==> config.mk <==
export PLATFORM = sky130hd
export DESIGN_NAME = fsk_rx_task_seq
export DESIGN_NICKNAME = d
export VERILOG_FILES = /design/src/rtl/fsk_rx_pkg.sv /design/src/rtl/fsk_rx_ctrl.sv /design/src/rtl/fsk_rx_packer.sv /design/src/rtl/fsk_rx_buf.sv /design/src/rtl/fsk_rx_status.sv /design/src/rtl/fsk_rx_task_seq.sv
export SDC_FILE = /design/constraint.sdc
export NUM_CORES = 1
export LEC_CHECK = 0
export ABC_CLOCK_PERIOD_IN_PS = 4360
export BUFFER_PORTS_ARGS = -buffer_cell sky130_fd_sc_hd__buf_2
export CAP_MARGIN = 20
export CORE_UTILIZATION = 55
export CTS_BUF_LIST = sky130_fd_sc_hd__clkbuf_16
export CTS_CLUSTER_DIAMETER = 100
export DETAILED_ROUTE_END_ITERATION = 10
export GPL_TIMING_DRIVEN = 0
export HOLD_SLACK_MARGIN = 0.1
export PLACE_DENSITY = 0.82
export RECOVER_POWER = 25
export SYNTH_ARGS = -nofsm -noshare
export SYNTH_HDL_FRONTEND = slang
export SYNTH_SLANG_ARGS = --single-unit
==> constraint.sdc <==
create_clock -name clk -period 4.36 [get_ports clk]
set_clock_uncertainty 0.1 [all_clocks]
set_input_delay 0.436 -clock clk [delete_from_list [all_inputs] [get_ports clk]]
set_output_delay 0.436 -clock clk [all_outputs]
set_load 0.05 [all_outputs]
==> src/rtl/fsk_rx_pkg.sv <==
package fsk_rx_pkg;
  typedef enum logic [1:0] {
    TASK_HDR  = 2'd0,
    TASK_BLK  = 2'd1,
    TASK_QUAD = 2'd2,
    TASK_SID  = 2'd3
  } rx_task_e;
endpackage

==> src/rtl/fsk_rx_ctrl.sv <==
module fsk_rx_ctrl
  import fsk_rx_pkg::*;
#(
  parameter int NUM_SYNC  = 3,
  parameter int SYNC_GAP  = 23,
  parameter int SID_SYMS  = 24,
  parameter int QUAD_SYMS = 4,
  parameter int BUF_BYTES = 12,
  parameter int SID_BYTES = 3,
  localparam int BLK_SYMS = NUM_SYNC * SYNC_GAP,
  localparam int CNT_W    = $clog2(BLK_SYMS + 1),
  localparam int LIM_W    = $clog2(BUF_BYTES + 1)
) (
  input  logic             clk,
  input  logic             rst_n,
  input  logic             cmd_valid,
  input  logic [1:0]       cmd_code,
  input  logic             sym_valid,
  output logic             start_stb,
  output logic             pay_stb,
  output logic             sync_stb,
  output logic             done_stb,
  output rx_task_e         task_q,
  output logic [LIM_W-1:0] byte_lim
);
  logic             active;
  logic [CNT_W-1:0] cnt;
  logic [CNT_W-1:0] task_len;
  logic             at_sync;
  logic             accept;

  always_comb begin
    unique case (task_q)
      TASK_QUAD: begin task_len = CNT_W'(QUAD_SYMS); byte_lim = LIM_W'(1);         end
      TASK_SID:  begin task_len = CNT_W'(SID_SYMS);  byte_lim = LIM_W'(SID_BYTES); end
      default:   begin task_len = CNT_W'(BLK_SYMS);  byte_lim = LIM_W'(BUF_BYTES); end
    endcase
  end

  always_comb begin
    at_sync = 1'b0;
    if (task_q == TASK_HDR || task_q == TASK_BLK) begin
      for (int k = 1; k <= NUM_SYNC; k++)
        if (cnt == CNT_W'(k * SYNC_GAP - 1)) at_sync = 1'b1;
    end else if (task_q == TASK_SID) begin
      at_sync = (cnt == CNT_W'(SID_SYMS - 1));
    end
  end

  assign accept    = sym_valid && active && !cmd_valid;
  assign start_stb = cmd_valid;
  assign sync_stb  = accept && at_sync;
  assign pay_stb   = accept && !at_sync;
  assign done_stb  = accept && (cnt == task_len - CNT_W'(1));

  always_ff @(posedge clk or negedge rst_n) begin
    if (!rst_n) begin
      active <= 1'b0;
      cnt    <= '0;
      task_q <= TASK_HDR;
    end else if (cmd_valid) begin
      active <= 1'b1;
      cnt    <= '0;
      task_q <= rx_task_e'(cmd_code);
    end else if (accept) begin
      cnt <= cnt + CNT_W'(1);
      if (done_stb) active <= 1'b0;
    end
  end
endmodule

==> src/rtl/fsk_rx_packer.sv <==
module fsk_rx_packer #(
  parameter int SYM_W     = 2,
  parameter int BYTE_W    = 8,
  parameter int BUF_BYTES = 12,
  localparam int PER_BYTE = BYTE_W / SYM_W,
  localparam int POS_W    = $clog2(PER_BYTE),
  localparam int ADDR_W   = $clog2(BUF_BYTES),
  localparam int LIM_W    = $clog2(BUF_BYTES + 1)
) (
  input  logic              clk,
  input  logic              rst_n,
  input  logic              start,
  input  logic              pay_stb,
  input  logic [SYM_W-1:0]  sym,
  input  logic [LIM_W-1:0]  byte_lim,
  output logic              wr_en,
  output logic [ADDR_W-1:0] wr_addr,
  output logic [BYTE_W-1:0] wr_data
);
  logic [BYTE_W-SYM_W-1:0] acc;
  logic [POS_W-1:0]        pos;
  logic [LIM_W-1:0]        idx;
  logic                    room;

  assign room    = idx < byte_lim;
  assign wr_data = {acc, sym};
  assign wr_addr = ADDR_W'(idx);
  assign wr_en   = pay_stb && room && (pos == POS_W'(PER_BYTE - 1));

  always_ff @(posedge clk or negedge rst_n) begin
    if (!rst_n) begin
      acc <= '0;
      pos <= '0;
      idx <= '0;
    end else if (start) begin
      acc <= '0;
      pos <= '0;
      idx <= '0;
    end else if (pay_stb && room) begin
      acc <= {acc[BYTE_W-2*SYM_W-1:0], sym};
      pos <= pos + POS_W'(1);
      if (wr_en) idx <= idx + LIM_W'(1);
    end
  end
endmodule

==> src/rtl/fsk_rx_buf.sv <==
module fsk_rx_buf #(
  parameter int DEPTH  = 12,
  parameter int BYTE_W = 8,
  localparam int ADDR_W = $clog2(DEPTH)
) (
  input  logic              clk,
  input  logic              rst_n,
  input  logic              wr_en,
  input  logic [ADDR_W-1:0] wr_addr,
  input  logic [BYTE_W-1:0] wr_data,
  input  logic [ADDR_W-1:0] rd_addr,
  output logic [BYTE_W-1:0] rd_data
);
  logic [BYTE_W-1:0] mem [DEPTH];

  for (genvar g = 0; g < DEPTH; g++) begin : g_cell
    always_ff @(posedge clk or negedge rst_n) begin
      if (!rst_n)                                     mem[g] <= '0;
      else if (wr_en && wr_addr == ADDR_W'(g))        mem[g] <= wr_data;
    end
  end

  always_comb begin
    rd_data = '0;
    for (int k = 0; k < DEPTH; k++)
      if (rd_addr == ADDR_W'(k)) rd_data = mem[k];
  end
endmodule

==> src/rtl/fsk_rx_status.sv <==
module fsk_rx_status
  import fsk_rx_pkg::*;
#(
  parameter int SYM_W = 2
) (
  input  logic             clk,
  input  logic             rst_n,
  input  logic             start,
  input  logic             sync_stb,
  input  logic             done_stb,
  input  rx_task_e         task_q,
  input  logic [SYM_W-1:0] sym,
  input  logic             sync_irq_en,
  input  logic             crc_ok,
  input  logic             status_rd,
  output logic             buf_free,
  output logic             irq,
  output logic             sync_rdy,
  output logic [SYM_W-1:0] sync_val,
  output logic             crc_err
);
  always_ff @(posedge clk or negedge rst_n) begin
    if (!rst_n) begin
      buf_free <= 1'b1;
      irq      <= 1'b0;
      sync_rdy <= 1'b0;
      sync_val <= '0;
      crc_err  <= 1'b0;
    end else begin
      if (status_rd) begin
        irq      <= 1'b0;
        sync_rdy <= 1'b0;
      end
      if (start) buf_free <= 1'b0;
      if (sync_stb) begin
        sync_val <= sym;
        sync_rdy <= 1'b1;
        if (sync_irq_en) irq <= 1'b1;
      end
      if (done_stb) begin
        buf_free <= 1'b1;
        irq      <= 1'b1;
        if (task_q != TASK_QUAD) crc_err <= !crc_ok;
      end
    end
  end
endmodule

==> src/rtl/fsk_rx_task_seq.sv <==
module fsk_rx_task_seq
  import fsk_rx_pkg::*;
#(
  parameter int SYM_W     = 2,
  parameter int BYTE_W    = 8,
  parameter int NUM_SYNC  = 3,
  parameter int SYNC_GAP  = 23,
  parameter int SID_SYMS  = 24,
  parameter int QUAD_SYMS = 4,
  parameter int BUF_BYTES = 12,
  parameter int SID_BYTES = 3,
  localparam int ADDR_W   = $clog2(BUF_BYTES),
  localparam int LIM_W    = $clog2(BUF_BYTES + 1)
) (
  input  logic              clk,
  input  logic              rst_n,
  input  logic              cmd_valid,
  input  logic [1:0]        cmd_code,
  input  logic              sync_irq_en,
  input  logic              crc_ok,
  input  logic              status_rd,
  input  logic              sym_valid,
  output logic              sym_ready,
  input  logic [SYM_W-1:0]  sym_data,
  input  logic [ADDR_W-1:0] buf_rd_addr,
  output logic [BYTE_W-1:0] buf_rd_data,
  output logic              buf_free,
  output logic              irq,
  output logic              sync_rdy,
  output logic [SYM_W-1:0]  sync_val,
  output logic              crc_err
);
  logic              start_stb, pay_stb, sync_stb, done_stb;
  rx_task_e          task_q;
  logic [LIM_W-1:0]  byte_lim;
  logic              wr_en;
  logic [ADDR_W-1:0] wr_addr;
  logic [BYTE_W-1:0] wr_data;

  assign sym_ready = 1'b1;

  fsk_rx_ctrl #(
    .NUM_SYNC(NUM_SYNC), .SYNC_GAP(SYNC_GAP), .SID_SYMS(SID_SYMS),
    .QUAD_SYMS(QUAD_SYMS), .BUF_BYTES(BUF_BYTES), .SID_BYTES(SID_BYTES)
  ) u_ctrl (
    .clk(clk), .rst_n(rst_n), .cmd_valid(cmd_valid), .cmd_code(cmd_code),
    .sym_valid(sym_valid), .start_stb(start_stb), .pay_stb(pay_stb),
    .sync_stb(sync_stb), .done_stb(done_stb), .task_q(task_q), .byte_lim(byte_lim)
  );

  fsk_rx_packer #(.SYM_W(SYM_W), .BYTE_W(BYTE_W), .BUF_BYTES(BUF_BYTES)) u_pack (
    .clk(clk), .rst_n(rst_n), .start(start_stb), .pay_stb(pay_stb), .sym(sym_data),
    .byte_lim(byte_lim), .wr_en(wr_en), .wr_addr(wr_addr), .wr_data(wr_data)
  );

  fsk_rx_buf #(.DEPTH(BUF_BYTES), .BYTE_W(BYTE_W)) u_buf (
    .clk(clk), .rst_n(rst_n), .wr_en(wr_en), .wr_addr(wr_addr), .wr_data(wr_data),
    .rd_addr(buf_rd_addr), .rd_data(buf_rd_data)
  );

  fsk_rx_status #(.SYM_W(SYM_W)) u_stat (
    .clk(clk), .rst_n(rst_n), .start(start_stb), .sync_stb(sync_stb),
    .done_stb(done_stb), .task_q(task_q), .sym(sym_data),
    .sync_irq_en(sync_irq_en), .crc_ok(crc_ok), .status_rd(status_rd),
    .buf_free(buf_free), .irq(irq), .sync_rdy(sync_rdy), .sync_val(sync_val),
    .crc_err(crc_err)
  );
endmodule

== After elaboration in Yosys (flattened, before gate mapping) ==
Index checks and enable logic that the tools add are counted.

* Flip-flop bits (word level): 124
* Latch bits: 0
* RAM bits: 0
* Bits in read-only memories: 0
* Bits of input ports: 15
* Output and inout bits: 15
* Memories: 0

* Add/sub/neg operators: 4
* Multipliers: 0
* Div/mod/pow operators: 0
* Order comparisons: 1
* Equality and inequality tests: 32
* Shift-type cells: 0
* Multiplexer cells: 39
* Bitwise gates (word level): 0
* Reduce and logical (&&, ||, !) cells: 34

{| class="wikitable"
|+ Operator list
! cell !! count
|-
| $mux W8 || 12
|-
| $eq A4 B3 Y1 const B || 8
|-
| $eq A4 B4 Y1 const B || 8
|-
| $logic_and A1 B1 Y1 || 19
|-
| $eq A4 B2 Y1 const B || 4
|-
| $mux W1 || 16
|-
| $eq A7 B5 Y1 const B || 2
|-
| $mux W7 || 2
|-
| $pmux W7 S2 || 1
|-
| $mux W4 || 3
|-
| $mux W6 || 2
|-
| $reduce_bool A2 Y1 || 5
|-
| $eq A4 B1 Y1 const B || 2
|-
| $logic_not A4 Y1 || 2
|-
| $pmux W4 S2 || 1
|-
| $add A7 B1 Y7 const B || 1
|-
| $eq A7 B6 Y1 const B || 1
|-
| $eq A7 B7 Y1 || 1
|-
| $eq A7 B7 Y1 const B || 1
|-
| $sub A7 B1 Y7 const B || 1
|-
| $eq A2 B2 Y1 const B || 3
|-
| $reduce_and A2 Y1 || 3
|-
| $add A4 B1 Y4 const B || 1
|-
| $lt A4 B4 Y1 || 1
|-
| 7 further kinds || 10
|}

== Longest topological paths before layout ==
* Word-level depth: 13
* Mapped depth: 9

== Hierarchy ==
Synthesis repeated with hierarchy kept, for this count alone.

* Cell total of the unflattened synthesis: 504
* Area total of the unflattened synthesis: 6184.7 um2

{| class="wikitable"
|+ Modules (own cells, without submodules)
! module !! instances !! cells each !! area an instance (um2) !! sequential area each (um2)
|-
| fsk_rx_buf || 1 || 348 || 4633.2 || 2402.3
|-
| fsk_rx_ctrl || 1 || 76 || 660.6 || 250.2
|-
| fsk_rx_packer || 1 || 61 || 649.4 || 300.3
|-
| fsk_rx_status || 1 || 17 || 230.2 || 151.4
|-
| fsk_rx_task_seq || 1 || 2 || 11.3 || 0.0
|}

== Worst setup path after synthesis ==
No wires, ideal clock.

* Path type: input to output
* Start: input port buf_rd_addr[0]
* End: output port buf_rd_data[0]
* Data arrival time: 2785 ps
* Data required time: 3824 ps
* Setup slack: 1039 ps
* Stages on the path: 6
* Path buffers: 3
* Path through: buf_1 -> buf_1 -> buf_1 -> a21oi_1 -> o32a_1 -> a21oi_1

* Longest elaborated chain between the ends: 13
* Elaborated cells between the ends (all ways): 24
* Classes of those cells: 11 x eq/ne; 12 x mux; 1 x reduce/logical

{| class="wikitable"
|+ Ends and longest elaborated chain
! what !! line !! text
|-
| start: declaration || fsk_rx_task_seq.sv:25 || <nowiki>input logic [ADDR_W-1:0] buf_rd_addr,</nowiki>
|-
| $logic_not A4 Y1 || fsk_rx_buf.sv:26 || <nowiki>if (rd_addr == ADDR_W'(k)) rd_data = mem[k];</nowiki>
|-
| $mux W8 (11 in a row) || fsk_rx_buf.sv:26 ||
|-
| $mux W8 * || fsk_rx_buf.sv:26 ||
|-
| end: declaration || fsk_rx_task_seq.sv:26 || <nowiki>output logic [BYTE_W-1:0] buf_rd_data,</nowiki>
|}

Every way passes the cells marked *; elsewhere a longest branch is shown, timed or not.

== Worst setup path in the final report ==
* Start: input port buf_rd_addr[0]
* End: output port buf_rd_data[2]

The elaborated chain is that of the path after synthesis.

==> results by group <==
Run status
  – Status: complete, but fails checks
  – Violated checks: capacitance limit, slew limit

Synthesis
  – Synth top cells by count: dfrtp_1 (123), mux2_2 (92), o21ai_0 (29)
  – Post-synthesis sequential area ratio: 0.486
  – Post-synth EDFFs: 0
  – Synth area leader: dfrtp_1
  – Asr flop ratio synth: 1.00
  – Syn. warnings: 0
  – Synth area leaders: dfrtp_1 (48%), mux2_2 (16%), nor4_4 (4.0%), mux2i_1 (3.6%), mux4_2 (2.5%)
  – Synth Cell Area: 6380 sq um
  – Average cell area after synthesis: 12.3 sq um
  – Post-synth cell types: 58
  – Synthesized Nets: 547
  – Synthesized flop and latch total: 124
  – Top-count cell post-synth: dfrtp_1
  – Mapped Cells: 520
  – Top-area cell type share of the netlist area: 0.482
  – Ys flop type: dfrtp_1

Layout
  – Share of cells above drive strength 1: 0.316
  – Final nets: 596
  – # diodes: 0
  – Final instance area: 7360 sq um
  – Synthesis-to-finish area growth: 15.3%

Detailed routing
  – Post-DRT Antenna Nets: 0
  – Vias: 4622
  – Initial DRC Count: 414
  – DRC violations left: 0
  – Wire length per cell: 21.8 um
  – Vias/cell: 6.40
  – Total Routed Length: 15800 um
  – Pre-antenna DRT Iters: 5

STA
  – Minimum clock period after layout: 4.05 ns
  – RSZ-0062 raised after global routing: false
  – Final setup violation count: 0
  – Max-slew headroom: -0.912
  – Pins over their slew limit: 60
  – Final TNS setup: 0 ns
  – Period Utilization, post-route: 0.928
  – Final hold viol count: 0
  – Worst-Margin Slew: 2.87 ns
  – Achievable clock frequency: 247 MHz

Clocking
  – # H-tree levels: 4
  – Skew-Pair Late Insertion Delay: 0.42 ns
  – Worst-path clk slew: 0.05 ns
  – Root Buffer Master: clkbuf_16
  – Clock sinks: 124
  – CTS Buffer Depth: 2
  – CTS buffer count: 17
  – Post-CTS setup buffer count: 0
  – CTS tree: done

Hold path
  – Hold WC Path Type: primary input to register

GRT
  – Number of global-route vias before repair: 4634
  – Pin count of the biggest net entering global routing: 66
  – First-pass GRT wire length: 25100 um
  – GRT overflow: 0
  – Overall Global Routing Usage: 0.288
  – Initial antenna violation count: 0

Floorplanning
  – Die area: 12000 sq um
  – Core area: 11100 sq um
  – Row Count: 38
  – Top Ports: 30
  – Die Wd: 110 um
  – Die H: 110 um
  – Initial Util: 0.576

Worst setup path
  – Crit. End Element: output pin
  – FF-to-FF End: u_buf.mem[93]
  – R2R depth: 8
  – Startpoint types: primary input
  – R2r setup slk: 0.99 ns
  – Worst EP required: 3.82 ns
  – Crit path max fanout: 10
  – R2r startpoint: u_ctrl.task_q[1]
  – Crit Path Class: primary input to output pin
  – CP endpoint: buf_rd_data[2]
  – CP Launch Point: buf_rd_addr[0]
  – Crit path DAT: 3.51 ns

Pwr
  – Overall Power: 0.00282 W
  – Maximum vdd ir drop: 0.360 mV
  – Cell Pwr Density: 383 nW/um^2
  – Cell leakage power: 3.35 nW

Placement
  – Cell area after placement: 6720 sq um
  – Number of port buffers: 26
  – GP Congestion: 0.852
  – Post-DP HPWL: 10300 um

Flow run
  – Max cap viols: 1
-- worst min-delay path by stage --
stage                    start         endpoint  slack [ns]  depth (start not counted)
6_report           sync_irq_en       u_stat.irq        0.12                          2
5_1_grt            sync_irq_en       u_stat.irq        0.12                          2
4_1_cts            sync_irq_en       u_stat.irq        0.11                          2
3_5_place_dp             rst_n    u_buf.mem[12]        0.36                          1
3_3_place_gp   u_stat.buf_free  u_stat.buf_free        0.36                          2
2_1_floorplan            rst_n     u_buf.mem[0]        0.04                          0
-- placed cells by master (no fill, tap or decap), drive strengths merged, types with 3 or more instances in the layout --
cell type	Yosys	routed
o21ai	30	30
nor2b	6	6
o221ai	4	4
inv	20	21
mux4	7	7
nor4	13	13
a211oi	4	4
nand2b	5	5
buf	10	36
nor3	4	4
o211ai	5	5
a31oi	5	5
dfrtp	123	123
nor3b	4	4
nand3	11	11
clkbuf	24	42
a2111oi	3	3
o311ai	3	3
o21a	3	3
o31ai	4	4
ha	12	12
mux2	97	97
nand4	3	3
o22ai	4	4
mux2i	23	23
bufinv	0	4
nand2	23	23
clkinv	0	8
xor2	4	4
a21oi	23	23
nor2	16	16
-- what timing repair did --
| action | CTS | global route |
|---|---|---|
| resized for setup | 0 | 0 |
| endpoints found under the hold margin | 60 | 0 |
| hold buffers | 2 | 0 |
-- logic make-up after synthesis --
family,Yosys count,synth area share
other cells,1,0.000588
mux,127,0.234
simple gates,98,0.110
fa+ha+maj,12,0.0235
compound gates,99,0.103
buf+inv,54,0.0353
flops,124,0.486
xor+xnor,5,0.00686
-- where the power goes --
group	internal, W	switching [W]
Clock	0.000943	0.000518
Combinational	0.0000521	0.000134
Sequential	0.00116	0.00000863
Total	0.00215	0.000661
-- layer usage --
layer	vias up	global-route usage	wire length (um)
met5	-	0	0
met4	0	0.127	449
met3	49	0.0800	1090
met2	194	0.441	7290
met1	2362	0.385	6930
li1	2017	-	-
-- critical path, cell delays in order --
cell and delay [ns]:
buf_2 0.10, buf_1 0.62, buf_1 0.64, buf_1 0.62, nand3_1 0.31, o21ai_0 0.22, o221ai_1 0.13, o221ai_1 0.11
buf_2 0.30
-- per-stage QoR --
stage | setup WS [ns] | cells | hold slack (ns) | utilization
after floorplan | 1.04 | 520 | 0.0404 | -
after global placement | 0.356 | 686 | 0.360 | 0.604
after detailed placement | 0.364 | 687 | 0.357 | 0.607
after CTS | 0.402 | 721 | 0.108 | 0.663
after global routing | 0.225 | 722 | 0.118 | 0.664
final | 0.313 | 722 | 0.116 | 0.664
-- flip-flops by register name, summed over array words and instances (netlist names) --
signal and count:
u_buf.mem 96, u_ctrl.active 1, u_ctrl.cnt 7, u_ctrl.task_q 2, u_pack.acc 6, u_pack.pos 2, u_pack.wr_addr 4, u_stat.buf_free 1
u_stat.crc_err 1, u_stat.irq 1, u_stat.sync_rdy 1, u_stat.sync_val 2
-- layout make-up --
type,instances,area (sq um)
Clock inverter,15,180
Timing Repair Buffer,30,193
Multi-Input combinational cell,342,3050
Sequential cell,124,3100
Clock buffer,17,425
Inverter,20,75.1
Buffer,34,150
Fill cell,789,3720
Tap cell,140,175
Note: power is estimated with default switching activity, not from simulation.
